File: src/rtl/supSupervisorPkg.sv
package supSupervisorPkg;

  // Strobes from the control to the datapath counters.
  typedef struct packed {
    logic stretchClear;
    logic stretchInc;
    logic wdClear;
    logic wdInc;
  } supStrobes_t;

endpackage

File: src/rtl/supSync.sv
module supSync #(
  parameter int STAGES    = 2,
  parameter bit RESET_VAL = 1'b0
) (
  input  logic clk,
  input  logic rstN,
  input  logic asyncIn,
  output logic syncOut
);

  logic [STAGES-1:0] chain;

  generate
    for (genvar g = 0; g < STAGES; g++) begin : gStage
      if (g == 0) begin : gFirst
        always_ff @(posedge clk or negedge rstN) begin
          if (!rstN) chain[g] <= RESET_VAL;
          else       chain[g] <= asyncIn;
        end
      end else begin : gRest
        always_ff @(posedge clk or negedge rstN) begin
          if (!rstN) chain[g] <= RESET_VAL;
          else       chain[g] <= chain[g-1];
        end
      end
    end
  endgenerate

  assign syncOut = chain[STAGES-1];

endmodule

File: src/rtl/supDatapath.sv
module supDatapath
  import supSupervisorPkg::*;
#(
  parameter int STRETCH_CYCLES = 200,
  parameter int WD_CYCLES      = 1600,
  parameter bit WD_ENABLE      = 1'b1,
  parameter int SYNC_STAGES    = 2,
  localparam int STRETCH_W     = $clog2(STRETCH_CYCLES + 1),
  localparam int WD_W          = $clog2(WD_CYCLES + 1)
) (
  input  logic            clk,
  input  logic            rstN,
  input  logic            resetLineIn,
  input  logic            wdKick,
  input  logic            drive,
  input  supStrobes_t     strobes,
  output logic            manualReq,
  output logic            kickEdge,
  output logic            stretchDone,
  output logic            wdExpired,
  output logic [WD_W-1:0] wdCount
);

  localparam logic [STRETCH_W-1:0] STRETCH_LAST = STRETCH_W'(STRETCH_CYCLES - 1);
  localparam logic [WD_W-1:0]      WD_LAST      = WD_W'(WD_CYCLES - 1);

  logic                   lineSync;
  logic                   kickSync;
  logic                   kickPrev;
  logic [SYNC_STAGES-1:0] driveHist;
  logic [STRETCH_W-1:0]   stretchCount;

  supSync #(.STAGES(SYNC_STAGES), .RESET_VAL(1'b1)) i_lineSync (
    .clk(clk), .rstN(rstN), .asyncIn(resetLineIn), .syncOut(lineSync)
  );

  supSync #(.STAGES(SYNC_STAGES), .RESET_VAL(1'b0)) i_kickSync (
    .clk(clk), .rstN(rstN), .asyncIn(wdKick), .syncOut(kickSync)
  );

  // The history of our own drive, one entry per synchronizer stage.
  // The line level seen now was sampled while the oldest entry was driving.
  always_ff @(posedge clk or negedge rstN) begin
    if (!rstN) begin
      driveHist <= '1;
      kickPrev  <= 1'b0;
    end else begin
      driveHist[0] <= drive;
      for (int i = 1; i < SYNC_STAGES; i++) driveHist[i] <= driveHist[i-1];
      kickPrev <= kickSync;
    end
  end

  assign manualReq = !lineSync && !(|driveHist);
  assign kickEdge  = kickSync ^ kickPrev;

  always_ff @(posedge clk or negedge rstN) begin
    if (!rstN)                     stretchCount <= '0;
    else if (strobes.stretchClear) stretchCount <= '0;
    else if (strobes.stretchInc)   stretchCount <= stretchCount + 1'b1;
  end

  assign stretchDone = (stretchCount == STRETCH_LAST);

  generate
    if (WD_ENABLE) begin : gWatchdog
      always_ff @(posedge clk or negedge rstN) begin
        if (!rstN)                wdCount <= '0;
        else if (strobes.wdClear) wdCount <= '0;
        else if (strobes.wdInc && wdCount != WD_LAST) wdCount <= wdCount + 1'b1;
      end
      assign wdExpired = (wdCount == WD_LAST) && !kickEdge;
    end else begin : gNoWatchdog
      assign wdCount   = '0;
      assign wdExpired = 1'b0;
    end
  endgenerate

endmodule

File: src/rtl/supControl.sv
module supControl
  import supSupervisorPkg::*;
(
  input  logic        clk,
  input  logic        rstN,
  input  logic        supplyGood,
  input  logic        manualReq,
  input  logic        wdExpired,
  input  logic        kickEdge,
  input  logic        stretchDone,
  output supStrobes_t strobes,
  output logic        drive
);

  logic rstActive;
  logic cause;

  assign cause = !supplyGood || manualReq || wdExpired;
  assign drive = rstActive || !supplyGood;

  always_ff @(posedge clk or negedge rstN) begin
    if (!rstN)                     rstActive <= 1'b1;
    else if (cause)                rstActive <= 1'b1;
    else if (rstActive && stretchDone) rstActive <= 1'b0;
  end

  always_comb begin
    strobes              = '0;
    strobes.stretchClear = cause;
    strobes.stretchInc   = !cause && rstActive && !stretchDone;
    strobes.wdClear      = drive || kickEdge;
    strobes.wdInc        = !strobes.wdClear;
  end

endmodule

File: src/rtl/supplySupervisor.sv
module supplySupervisor
  import supSupervisorPkg::*;
#(
  parameter int STRETCH_CYCLES = 200,
  parameter int WD_CYCLES      = 1600,
  parameter bit WD_ENABLE      = 1'b1,
  parameter int SYNC_STAGES    = 2,
  localparam int WD_W          = $clog2(WD_CYCLES + 1)
) (
  input  logic clk,
  input  logic rstN,
  input  logic supplyGood,
  input  logic resetLineIn,
  input  logic wdKick,
  output logic rstLowPullEn,
  output logic rstHighPullEn
);

  supStrobes_t     strobes;
  logic            drive;
  logic            manualReq;
  logic            kickEdge;
  logic            stretchDone;
  logic            wdExpired;
  logic [WD_W-1:0] wdCount;

  supControl i_control (
    .clk(clk), .rstN(rstN), .supplyGood(supplyGood), .manualReq(manualReq),
    .wdExpired(wdExpired), .kickEdge(kickEdge), .stretchDone(stretchDone),
    .strobes(strobes), .drive(drive)
  );

  supDatapath #(
    .STRETCH_CYCLES(STRETCH_CYCLES), .WD_CYCLES(WD_CYCLES),
    .WD_ENABLE(WD_ENABLE), .SYNC_STAGES(SYNC_STAGES)
  ) i_datapath (
    .clk(clk), .rstN(rstN), .resetLineIn(resetLineIn), .wdKick(wdKick),
    .drive(drive), .strobes(strobes), .manualReq(manualReq),
    .kickEdge(kickEdge), .stretchDone(stretchDone), .wdExpired(wdExpired),
    .wdCount(wdCount)
  );

  assign rstLowPullEn  = drive;
  assign rstHighPullEn = !drive;

endmodule

File: config.mk
export PLATFORM = sky130hd
export DESIGN_NAME = supplySupervisor
export DESIGN_NICKNAME = d
export VERILOG_FILES = /design/src/rtl/supSupervisorPkg.sv /design/src/rtl/supSync.sv /design/src/rtl/supDatapath.sv /design/src/rtl/supControl.sv /design/src/rtl/supplySupervisor.sv
export SDC_FILE = /design/constraint.sdc
export NUM_CORES = 1
export LEC_CHECK = 0
export ABC_AREA = 0
export BUFFER_PORTS_ARGS = -buffer_cell sky130_fd_sc_hd__buf_2
export CAP_MARGIN = 25
export CORE_MARGIN = 3
export CORE_UTILIZATION = 45
export DETAILED_ROUTE_END_ITERATION = 7
export REMOVE_ABC_BUFFERS = 1
export SLEW_MARGIN = 10
export SYNTH_ARGS = -nofsm -noshare
export SYNTH_HDL_FRONTEND = slang
export SYNTH_SLANG_ARGS = --single-unit
export TNS_END_PERCENT = 10
File: constraint.sdc
create_clock -name clk -period 1.7 [get_ports clk]
set_input_delay 0.085 -clock clk [delete_from_list [all_inputs] [get_ports clk]]
set_output_delay 0.085 -clock clk [all_outputs]
set_load 0.02 [all_outputs]
# Word level (Yosys, flattened, before mapping)

Cells that the tools add are included.

Reductions and logical operators: 22
Muxes and demuxes: 6
Multiply operators: 0
Equal/unequal tests: 3
Div/mod/pow operators: 0
Bitwise logic cells: 1
$lt $le $gt $ge: 0
Add/sub/neg operators: 2
Shift operators: 0

Operators with widths:

| kind                  | number |
|---|---|
| $mux 11               | 2 |
| $mux 8                | 2 |
| $add 11x1->11 const B | 1 |
| $eq 11x11->1 const B  | 1 |
| $ne 11x11->1 const B  | 1 |
| $add 8x1->8 const B   | 1 |
| $eq 8x8->1 const B    | 1 |
| $logic_not 1->1       | 8 |
| $logic_and 1x1->1     | 6 |
| $reduce_bool 2->1     | 3 |
| $logic_or 1x1->1      | 4 |
| $mux 1                | 2 |
| $reduce_or 2->1       | 1 |
| $xor 1x1->1           | 1 |

Latch bits: 0
Logic and storage cells: 43
Bits in read-only memories: 0
Output and inout port bits: 2
Bits in writable memories: 0
Register bits: 27
Input port bits: 5
Memories: 0

# Longest topological paths before layout

Gate-level depths: netlist (run 1).

Depth after elaboration: 10
Depth in mapped cells: 6
Gate-level depth less buffers: 5

# Cells and area by module

Synthesis (run 1) repeated with hierarchy kept, for this count alone.

Cell total of the unflattened synthesis: 119
Area, all modules: 1,258.7 sq um

By module, submodules not included:

| module                          | area an instance (sq um) | instances | cells an instance |
|---|---|---|---|
| supDatapath                     | 1,077.3                  | 1         | 105 |
| supControl                      | 75.1                     | 1         | 9 |
| supSync (i_datapath.i_lineSync) | 52.6                     | 1         | 2 |
| supSync (i_datapath.i_kickSync) | 50.0                     | 1         | 2 |
| supplySupervisor                | 3.8                      | 1         | 1 |

# Least setup slack after synthesis (run 1)

OpenSTA, ideal clock, no wires.

Path kind: register -> register
From: register i_datapath.wdCount[0]
To: register i_datapath.stretchCount[3]
Arrival time: 1.426 ns
Slack: 0.150 ns
Buffers on the path: 1
Data required time: 1.576 ns
Period minus slack after synthesis: 1.550 ns
Cell stages (with the launch flop): 7
Path through: dfrtp_1 > ha_1 > nand2_2 > nor4_4 > a21o_1 > buf_6 > a21oi_1

Longest elaborated chain between the ends: 7
Elaborated cells on any way between the ends: 8
Classes of those cells: eq/ne: 1; mux: 1; reduce/logical: 6

RTL lines:

| element                        | line              | RTL |
|---|---|---|
| start: declaration             | supDatapath.sv:21 | `output logic [WD_W-1:0] wdCount` |
| start signal: assignment       | supDatapath.sv:70 | `else if (strobes.wdInc && wdCount != WD_LAST) wdCount <= wdCount + 1'b1;` |
| $eq 11x11->1 *                 | supDatapath.sv:72 | `assign wdExpired = (wdCount == WD_LAST) && !kickEdge;` |
| $logic_and 1x1->1 *            | supDatapath.sv:72 |  |
| $logic_or 1x1->1 *             | supControl.sv:18  | `assign cause = !supplyGood \|\| manualReq \|\| wdExpired;` |
| $logic_not 1->1                | supControl.sv:30  | `strobes.stretchInc = !cause && rstActive && !stretchDone;` |
| $logic_and 1x1->1 (2 in a row) | supControl.sv:30  |  |
| $reduce_bool 2->1 (no line)    | n/a               |  |
| end signal: assignment         | supDatapath.sv:60 | `else if (strobes.stretchInc) stretchCount <= stretchCount + 1'b1;` |
| end: declaration               | supDatapath.sv:31 | `logic [STRETCH_W-1:0] stretchCount;` |

Every way passes the cells marked *; elsewhere a longest branch is shown, timed or not.
A chain may end at the register's enable or synchronous reset.

# Final worst setup path (run 1)

From: register i_datapath.wdCount[1]
To: register i_datapath.wdCount[4]

Longest elaborated chain between the ends: 3
Elaborated cells on any way between the ends: 6
Classes of those cells: add/sub: 1; eq/ne: 1; mux: 2; reduce/logical: 2

RTL lines:

| element                                       | line |
|---|---|
| $add 11x1->11 or $ne 11x11->1 (tied branches) | supDatapath.sv:70 |
| $mux 11 or $logic_and 1x1->1 (tied branches)  | supDatapath.sv:70 |
| $mux 11 or $reduce_bool 2->1 (tied branches)  | n/a |

Parallel ways exist; a longest one is shown, timed or not. The select of a mux whose other input is x is not followed.

==> impl_metrics.ini, run 1 <==
[final_layout]
final_common_cell = dfrtp_1
instances_no_fill = 155
postLayoutCoreUtil = 0.543
design_area_mm2 = 0.00136
final_cell_mix = dfrtp_1, nor2_1, xor2_1, nor3_1, buf_2
area_growth_syn_to_layout_pct = 12.7
nets = 133
drive_gt1_frac = 0.200
num_antenna_cells = 0

[worst_setup_path]
startpoint = i_datapath.wdCount[1]$_DFFE_PN0P_
r2r-start = i_datapath.wdCount[1]$_DFFE_PN0P_
ff2ff_setup_slack_ns = 0.11
cp_slowest_cell = or3_2
critical_path_class = reg2reg
crit_path_end_kind = register
r2r_end = i_datapath.wdCount[4]$_DFFE_PN0P_
crit_fanout = 8
worst-path-buf-inv = 1
max_stage_delay_ns = 0.46
crit_family = simple AND/OR/NAND/NOR gates
critical_path_required_ns = 1.96
reg2regPathDepth = 6
cp_cell_sequence = ha_2 -> nand2_2 -> nor4_4 -> buf_4 -> or3_2 -> a21oi_2
start_kind = register
cp.arrival_ns = 1.85

[synthesis]
synth-seq-area-share = 0.567
ys_warn_count = 0
syn-cell-area_mm2 = 0.00120
synthCells = 110
synthTopCellsByArea = dfrtp_1, dfstp_2, nor2_1, xor2_1, xnor2_1
ys.flop_type = dfrtp_1
synth_edf_count = 0
synth.avg_cell_area_um2 = 10.9
ys_types = 31
synth_area_leader_cell = dfrtp_1
synth_top_area_frac = 0.457
synth-seq-cells = 27
async_reset_ff_frac = 1.00

[drt]
via_per_inst = 5.26
drtAntennaViolNets = 0
vias = 815
avgRoutedWirePerCell_um = 12.4
finalWirelength_um = 1920
drt_pass1_iterations = 4
drt-initial-drc-count = 35
drc = 0

[pwr]
finalPower_mw = 0.989
p_int_mw = 0.766
sw_frac_of_total = 0.226
pwr-share-clk = 0.282
power_density_mw_per_mm2 = 729
p_seq_frac = 0.673
comb_power_share = 0.045
p_sw_mw = 0.223
power.leakage_nw = 0.572
ir_drop_uv = 634

[placed_design]
pre_cts_ws_ns = 0.0766
gp_congestion = 0.793
numPlacedInstances = 147
io_buffers = 6
placed_area_mm2 = 0.00128
detailed_place_hpwl_um = 1340

[global_route]
grt_max_degree = 28
grt_pass1_wl_um = 3320
gr-total-overflow = 0
gr-usage-all-layers = 0.128
grt_pass1_vias = 810
antenna_found_initial = 0

[clock_tree]
root_buffer = clkbuf_4
clkSinkCount = 27
cts_inserted_buffers = 3
clockBufferDepth = 2
insertion_delay_ns = 0.32
clkTransAtPathRegs_ns = 0.14
cts.htree.levels = 1
cts_tree = done

[floorplanning]
die_area_mm2 = 0.00333
boundaryPins = 7
start_util = 0.481
die_h_um = 57.7
rows = 18
design.core.area_mm2 = 0.00250
die_w_um = 57.7

[timing]
setup_slack_ns = 0.108
min_period_over_period = 0.937
rsz0062_at_grt = false
drv_slew = 0
whs_ns = 0.273
clock_skew_ns = 0.00259
setup_viol = 0
slew_headroom = 0.614
finalHoldViolCount = 0
tightestPinTransition_ns = 0.579
min_period_ns = 1.59
setup_tns_ns = 0
max_clock_freq_mhz = 628

[min_path]
hold_class = in2async

[outcome]
status = completed

[job]
max_cap_viol_count = 0
==> timing repair <==
action | 4_1_cts | 5_1_grt
setup endpoints to repair | 0 | 11
hold buffers | 4 | 0
hold endpoints to repair | 25 | 0
setup buffers | 0 | 0
resized for setup | 0 | 3
==> Yosys cell counts (all sizes together), types with 2 or more instances <==
library cell / instances
nand4: 4
and3: 3
dfrtp: 22
mux2i: 2
inv: 4
nor4: 2
nand3: 6
or3: 3
dfstp: 5
xor2: 7
o21ai: 4
nor2: 18
nand2: 5
a21oi: 3
xnor2: 5
ha: 2
nor3: 6
==> flip-flops by register name, summed over array words and instances (netlist names) <==
| signal | count |
|---|---|
| i_datapath.driveHist | 2 |
| i_datapath.kickPrev | 1 |
| i_datapath.i_kickSync.syncOut | 1 |
| i_datapath.wdCount | 11 |
| i_datapath.i_lineSync.syncOut | 1 |
| i_datapath.stretchCount | 8 |
| i_datapath.i_kickSync.chain | 1 |
| i_datapath.i_lineSync.chain | 1 |
| i_control.rstActive | 1 |
==> worst register-to-register path, delay by kind of cell, from the launching register on <==
kind	cells	cell delay [ns]
AOI/OAI and AO/OA	1	0.14
adders and majority gates	1	0.20
buffers and inverters	1	0.17
DFF	1	0.43
and+or+nand+nor	3	0.60
==> area by class of cell <==
class	instances	area, um^2
fillers	232	1140
flip-flops and latches	27	682
multi-input cells	77	499
repair buffers	13	92.6
well taps	30	37.5
clock buffers	3	22.5
inverters	4	15.0
clock inverters	1	7.51
==> power groups by stage <==
stage | Clock [mW] | Combinational [mW] | Sequential, mW
global placement | 0 | 0.0383 | 0.677
floorplan | 0 | 0.0177 | 0.675
global route | 0.310 | 0.0502 | 0.668
finish | 0.279 | 0.0440 | 0.666
CTS | 0.296 | 0.0455 | 0.666
detailed placement | 0 | 0.0385 | 0.677
==> cells by family after synthesis <==
family	count (synthesis)	synth area share
buf+inv	6	0.0249
compound gates	12	0.0593
simple gates	49	0.225
mux	2	0.0166
flops	27	0.567
fa+ha+maj	2	0.0208
xor+xnor	12	0.0873
==> per-layer routing <==
layer | routed length [um] | GRT usage | vias up
met5 | 0 | 0 | -
met1 | 915 | 0.159 | 396
met3 | 38 | 0.0200 | 2
met4 | 15 | 0.0695 | 0
li1 | - | - | 409
met2 | 946 | 0.211 | 8
==> worst max-delay path by stage <==
stage	to	slack, ns	cells past startpoint
2_1_floorplan	i_datapath.stretchCount[0]$_DFFE_PN0P_	0.13	5
3_3_place_gp	i_datapath.stretchCount[2]$_DFFE_PN0P_	0.12	6
3_5_place_dp	i_datapath.stretchCount[4]$_DFFE_PN0P_	0.08	6
4_1_cts	i_control.rstActive$_DFFE_PN1P_	0.05	6
5_1_grt	i_datapath.wdCount[4]$_DFFE_PN0P_	0.01	6
6_report	i_datapath.wdCount[4]$_DFFE_PN0P_	0.11	6
No activity file was read; power rests on OpenSTA's default activity.
==> inputs of run 2 (changes only) <==
- PLACE_DENSITY: default -> 0.61
- SLEW_MARGIN: 10 -> default
- clock period: 1.7 -> 2.1 ns (I/O delays scaled with it)
==> run 2 against run 1 <==
Total power fell by 20%. Largest power group unchanged. Die area did not move. Clock power fell by 20%. Final cell count fell by 1.3%. Clock-buffer cell count rose by 1. Via count fell by 2.1%. Combinational power fell by 20%. Fmax fell by 8.0%. Worst hold slack improved by 0.012 ns.
==> impl_metrics.ini, run 2 (synthesis results as in run 1) <==
[worst_setup_path]
crit_path_end_kind = register
start_kind = register
crit_family = simple AND/OR/NAND/NOR gates
r2r_end = i_datapath.wdCount[4]$_DFFE_PN0P_
cp_cell_sequence = ha_1 -> nand2_2 -> nor4_4 -> buf_4 -> or3_2 -> a21oi_1
ff2ff_setup_slack_ns = 0.37
critical_path_required_ns = 2.36
reg2regPathDepth = 6
crit_fanout = 7
startpoint = i_datapath.wdCount[0]$_DFFE_PN0P_
cp.arrival_ns = 1.99
crit_end = i_datapath.wdCount[4]$_DFFE_PN0P_
r2r-start = i_datapath.wdCount[0]$_DFFE_PN0P_
critical_path_class = reg2reg
cp_slowest_cell = dfrtp_1
worst-path-buf-inv = 1
max_stage_delay_ns = 0.44
cp.depth = 6

[min_path]
hold_class = in2async

[final_layout]
design_area_mm2 = 0.00133
drive_gt1_frac = 0.154
final_common_cell = dfrtp_1
num_antenna_cells = 0
reg.largest.list = i_datapath.wdCount x11, i_datapath.stretchCount x8, i_datapath.driveHist x2
area_growth_syn_to_layout_pct = 10.5
largest_reg_flops = 11
nets = 131
final_cell_mix = dfrtp_1, nor2_1, xor2_1, nor3_1, buf_2
top_register = i_datapath.wdCount

[timing]
min_period_ns = 1.73
rsz0062_at_grt = false
max_clock_freq_mhz = 578
setup_tns_ns = 0
drv_slew = 0
finalHoldViolCount = 0
setup_viol = 0
min_period_over_period = 0.824
clock_skew_ns = 0.0168
tightestPinTransition_ns = 0.575
whs_ns = 0.286
slew_headroom = 0.616

[clock_tree]
root_buffer = clkbuf_4
clkSinkCount = 27
cts_inserted_buffers = 3
post_cts_buffers = 0
cts.htree.levels = 1
insertion_delay_ns = 0.33
clkTransAtPathRegs_ns = 0.15
post_cts_resized = 0
cts_hold_buf = 4
cts_tree = done
clockBufferDepth = 2

[global_route]
gr-usage-all-layers = 0.132
grt_pass1_wl_um = 3370
grt_max_degree = 28
grt_pass1_vias = 756
gr-total-overflow = 0
antenna_found_initial = 0

[floorplanning]
start_util = 0.481
rows = 18
die_area_mm2 = 0.00333
design.core.area_mm2 = 0.00250
boundaryPins = 7
die_w_um = 57.7
die_h_um = 57.7

[placed_design]
io_buffers = 6
gp_congestion = 0.800
detailed_place_hpwl_um = 1340
placed_area_mm2 = 0.00126

[job]
max_cap_viol_count = 0

[drt]
vias = 798
avgRoutedWirePerCell_um = 12.6
via_per_inst = 5.22
drtAntennaViolNets = 0
drc = 0
finalWirelength_um = 1930
drt_pass1_iterations = 4
drt-initial-drc-count = 24

[pwr]
ir_drop_uv = 565
pwr-share-clk = 0.279
power.leakage_nw = 0.568
p_seq_frac = 0.677
power_density_mw_per_mm2 = 598
p_int_mw = 0.621
sw_frac_of_total = 0.219
p_sw_mw = 0.174
comb_power_share = 0.045

[outcome]
status = completed
run 2: through the flow:
stage	power [mW]	std cells	worst slack (ns)	utilization
3_5_place_dp	0.579	145	0.400	0.506
5_1_grt	0.832	153	0.293	0.532
6_report	0.796	153	0.370	0.532
3_3_place_gp	0.579	145	0.452	0.506
2_1_floorplan	0.561	108	0.533	-
4_1_cts	0.811	153	0.368	0.532
run 2: worst min path at each step:
stage                                                           to  slack (ns)
after floorplan           i_datapath.i_kickSync.chain[0]$_DFF_PN0_       -0.19
after global placement           i_datapath.wdCount[9]$_DFFE_PN0P_        0.14
after detailed placement         i_datapath.wdCount[9]$_DFFE_PN0P_        0.14
after CTS                        i_datapath.wdCount[9]$_DFFE_PN0P_        0.31
after global routing        i_datapath.stretchCount[5]$_DFFE_PN0P_        0.34
final                            i_datapath.wdCount[9]$_DFFE_PN0P_        0.29
run 2: cell type report:
class                      instances  area [um^2]
multi-input combinational         77          492
tap                               30         37.5
timing repair buffer              11         77.6
clock buffer                       4         26.3
sequential                        27          682
inverter                           4         15.0
fill                             208         1170
run 2: metal layers:
metal	routed length, um	up-vias	track usage
li1	-	409	-
met1	971	379	0.172
met2	880	6	0.206
met3	55	4	0.0401
met4	25	0	0.0497
met5	0	-	0
run 2: power groups by stage:
stage                     registers (mW)  logic, mW  clock network (mW)
after floorplan                    0.547     0.0143                   0
after global placement             0.548     0.0308                   0
after detailed placement           0.548     0.0311                   0
after CTS                          0.539     0.0371               0.235
after global routing               0.540     0.0412               0.251
final                              0.538     0.0354               0.222
==> inputs of run 3 (changes only) <==
- ABC_AREA: 0 -> 1
- PLACE_DENSITY: 0.61 -> 0.63
- clock period: 2.1 -> 1.5 ns (I/O delays scaled with it)
==> run 3 against run 2 <==
Clock-buffer cell count decreased by 1. Synthesized cell count increased by 47%. Cell area increased by 11%. Core utilization decreased by 0.62 points. Via count increased by 31%. Global-route usage increased by 1.6 points. Critical path depth decreased by 3. Final cell count increased by 35%. Sequential share of layout area decreased by 5.0 points. Synthesized area increased by 11%. Critical path type is now reg2out.
==> impl_metrics.ini, run 3 <==
[outcome]
status = completed

[worst_setup_path]
critical_path_required_ns = 1.42
cp.arrival_ns = 1.33
ff2ff_setup_slack_ns = 0.14
critical_path_class = reg2out
start_kind = register
crit_fanout = 9
crit_path_end_kind = primary output

[final_layout]
num_antenna_cells = 0
instances_no_fill = 206
fillers = 266
ff_latch_area_um2 = 682
multi_input_area_um2 = 567
final_common_cell = nand2_1
final_cell_mix = nand2_1, inv_1, dfrtp_1, nor2_1, nand3_1
drive_gt1_frac = 0.160
reg.largest.list = i_datapath.wdCount x11, i_datapath.stretchCount x8, i_datapath.driveHist x2
largest_reg_flops = 11
nets = 183
postLayoutCoreUtil = 0.526
area_growth_syn_to_layout_pct = 10.2
top_register = i_datapath.wdCount

[clock_tree]
clkSinkCount = 27
clockBufferDepth = 2
cts_tree = done
cts.htree.levels = 1
clkTransAtPathRegs_ns = 0.16
root_buffer = clkbuf_4
insertion_delay_ns = 0.33
cts_inserted_buffers = 3

[global_route]
grt_pass1_wl_um = 4040
grt-busiest-layer = met2
globalRouteMet3Util = 0.0383
grt_max_degree = 28
use_met1 = 0.168
grt_pass1_vias = 987
gr-total-overflow = 0
antenna_found_initial = 0
grt_util_met2 = 0.276
gr-usage-all-layers = 0.148

[pwr]
power_density_mw_per_mm2 = 766
finalPower_mw = 1.13
ir_drop_uv = 632
power.leakage_nw = 0.676

[floorplanning]
design.core.area_mm2 = 0.00281
die_h_um = 60.5
rows = 19
boundaryPins = 7
die_w_um = 60.5
die_area_mm2 = 0.00367
start_util = 0.477

[synthesis]
synthCells = 162
ys_warn_count = 0
synthTopCellsByArea = dfrtp_1, dfstp_2, nand2_1, inv_1, nor2_1
synth_top_area_frac = 0.411
synth.avg_cell_area_um2 = 8.26
ys_types = 22
synth_area_leader_cell = dfrtp_1
ys.flop_type = dfrtp_1
syn-cell-area_mm2 = 0.00134
synth-seq-area-share = 0.509
async_reset_ff_frac = 1.00
synthTopCellsByCount = nand2_1, dfrtp_1, inv_1
yosysMostFrequentCell = nand2_1
synth_edf_count = 0
synth-seq-cells = 27

[timing]
drv_slew = 0
finalHoldViolCount = 0
clock_skew_ns = 0.0154
whs_ns = 0.0257
min_period_over_period = 0.935
tightestPinTransition_ns = 0.585
max_clock_freq_mhz = 713
setup_viol = 0
min_period_ns = 1.40
slew_headroom = 0.610
rsz0062_at_grt = true

[drt]
avgRoutedWirePerCell_um = 11.0
vias = 1049
drtAntennaViolNets = 0
via_per_inst = 5.09
drt_pass1_iterations = 4
drt-initial-drc-count = 50
drc = 0
finalWirelength_um = 2280

[job]
max_cap_viol_count = 0

[placed_design]
numPlacedInstances = 198
io_buffers = 6
gp_congestion = 0.864
detailed_place_hpwl_um = 1700

[min_path]
hold_class = in2reg
## run 3: what timing repair did
item / in CTS / in global routing
hold endpoints to repair: 24 / 0
buffers inserted: 0 / 1
hold buffers: 3 / 0
endpoints found under the setup margin: 0 / 8
resized for setup: 0 / 1
## run 3: routing by layer
| layer | routed length [um] | vias up | share of wire |
|---|---|---|---|
| met2 | 1140 | 21 | 0.50 |
| met3 | 85 | 6 | 0.037 |
| met1 | 1010 | 476 | 0.44 |
| li1 | - | 546 | - |
| met4 | 42 | 0 | 0.018 |
| met5 | 0 | - | 0 |
## run 3: kinds of logic after synthesis
| family | after synthesis | synth area share |
|---|---|---|
| and+or+nand+nor | 88 | 0.314 |
| DFF | 27 | 0.509 |
| buffers and inverters | 25 | 0.0710 |
| AOI/OAI and AO/OA | 16 | 0.0607 |
| xor gates and xnor gates | 4 | 0.0262 |
| adders and majority gates | 2 | 0.0187 |
## run 3: report_power, final
part	switching, mW	leakage, nW	internal (mW)
logic	0.0346	0.311	0.0222
registers	0.00823	0.351	0.744
clock network	0.219	0.0139	0.102
## run 3: final timing paths
kind,startpoint,end,cells past startpoint
worst max register to register,i_datapath.wdCount[0]$_DFFE_PN0P_,i_datapath.stretchCount[7]$_DFFE_PN0P_,8
worst min register to register,i_datapath.i_lineSync.chain[0]$_DFF_PN1_,i_datapath.i_lineSync.syncOut$_DFF_PN1_,0
min in group asynchronous,rstN,i_datapath.stretchCount[2]$_DFFE_PN0P_,2
worst max-delay path,i_control.rstActive$_DFFE_PN1P_,rstLowPullEn,3
worst min-delay path,supplyGood,i_datapath.driveHist[0]$_DFF_PN1_,4
max in group asynchronous,rstN,i_datapath.kickPrev$_DFF_PN0_,2
## run 3: metrics by stage
stage	setup TNS (ns)	worst slack [ns]	instance area, um^2
global placement	0	0.118	1400
global route	-0.00981	-0.00534	1480
CTS	0	0.0958	1460
detailed placement	0	0.109	1400
floorplan	0	0.238	1330
finish	0	0.0974	1480
## run 3: cell type report
cell class	instances	share of cell area
Clock inverter	1	0.00509
Sequential cell	27	0.462
Clock buffer	3	0.0153
Inverter	24	0.0611
Multi-Input combinational cell	110	0.384
Timing Repair Buffer	10	0.0458
Tap cell	31	0.0263
## run 3: critical path, cell delays in order (launching register included)
cell	delay (ns)
dfstp_2	0.69
nor2_4	0.07
inv_1	0.07
buf_2	0.16
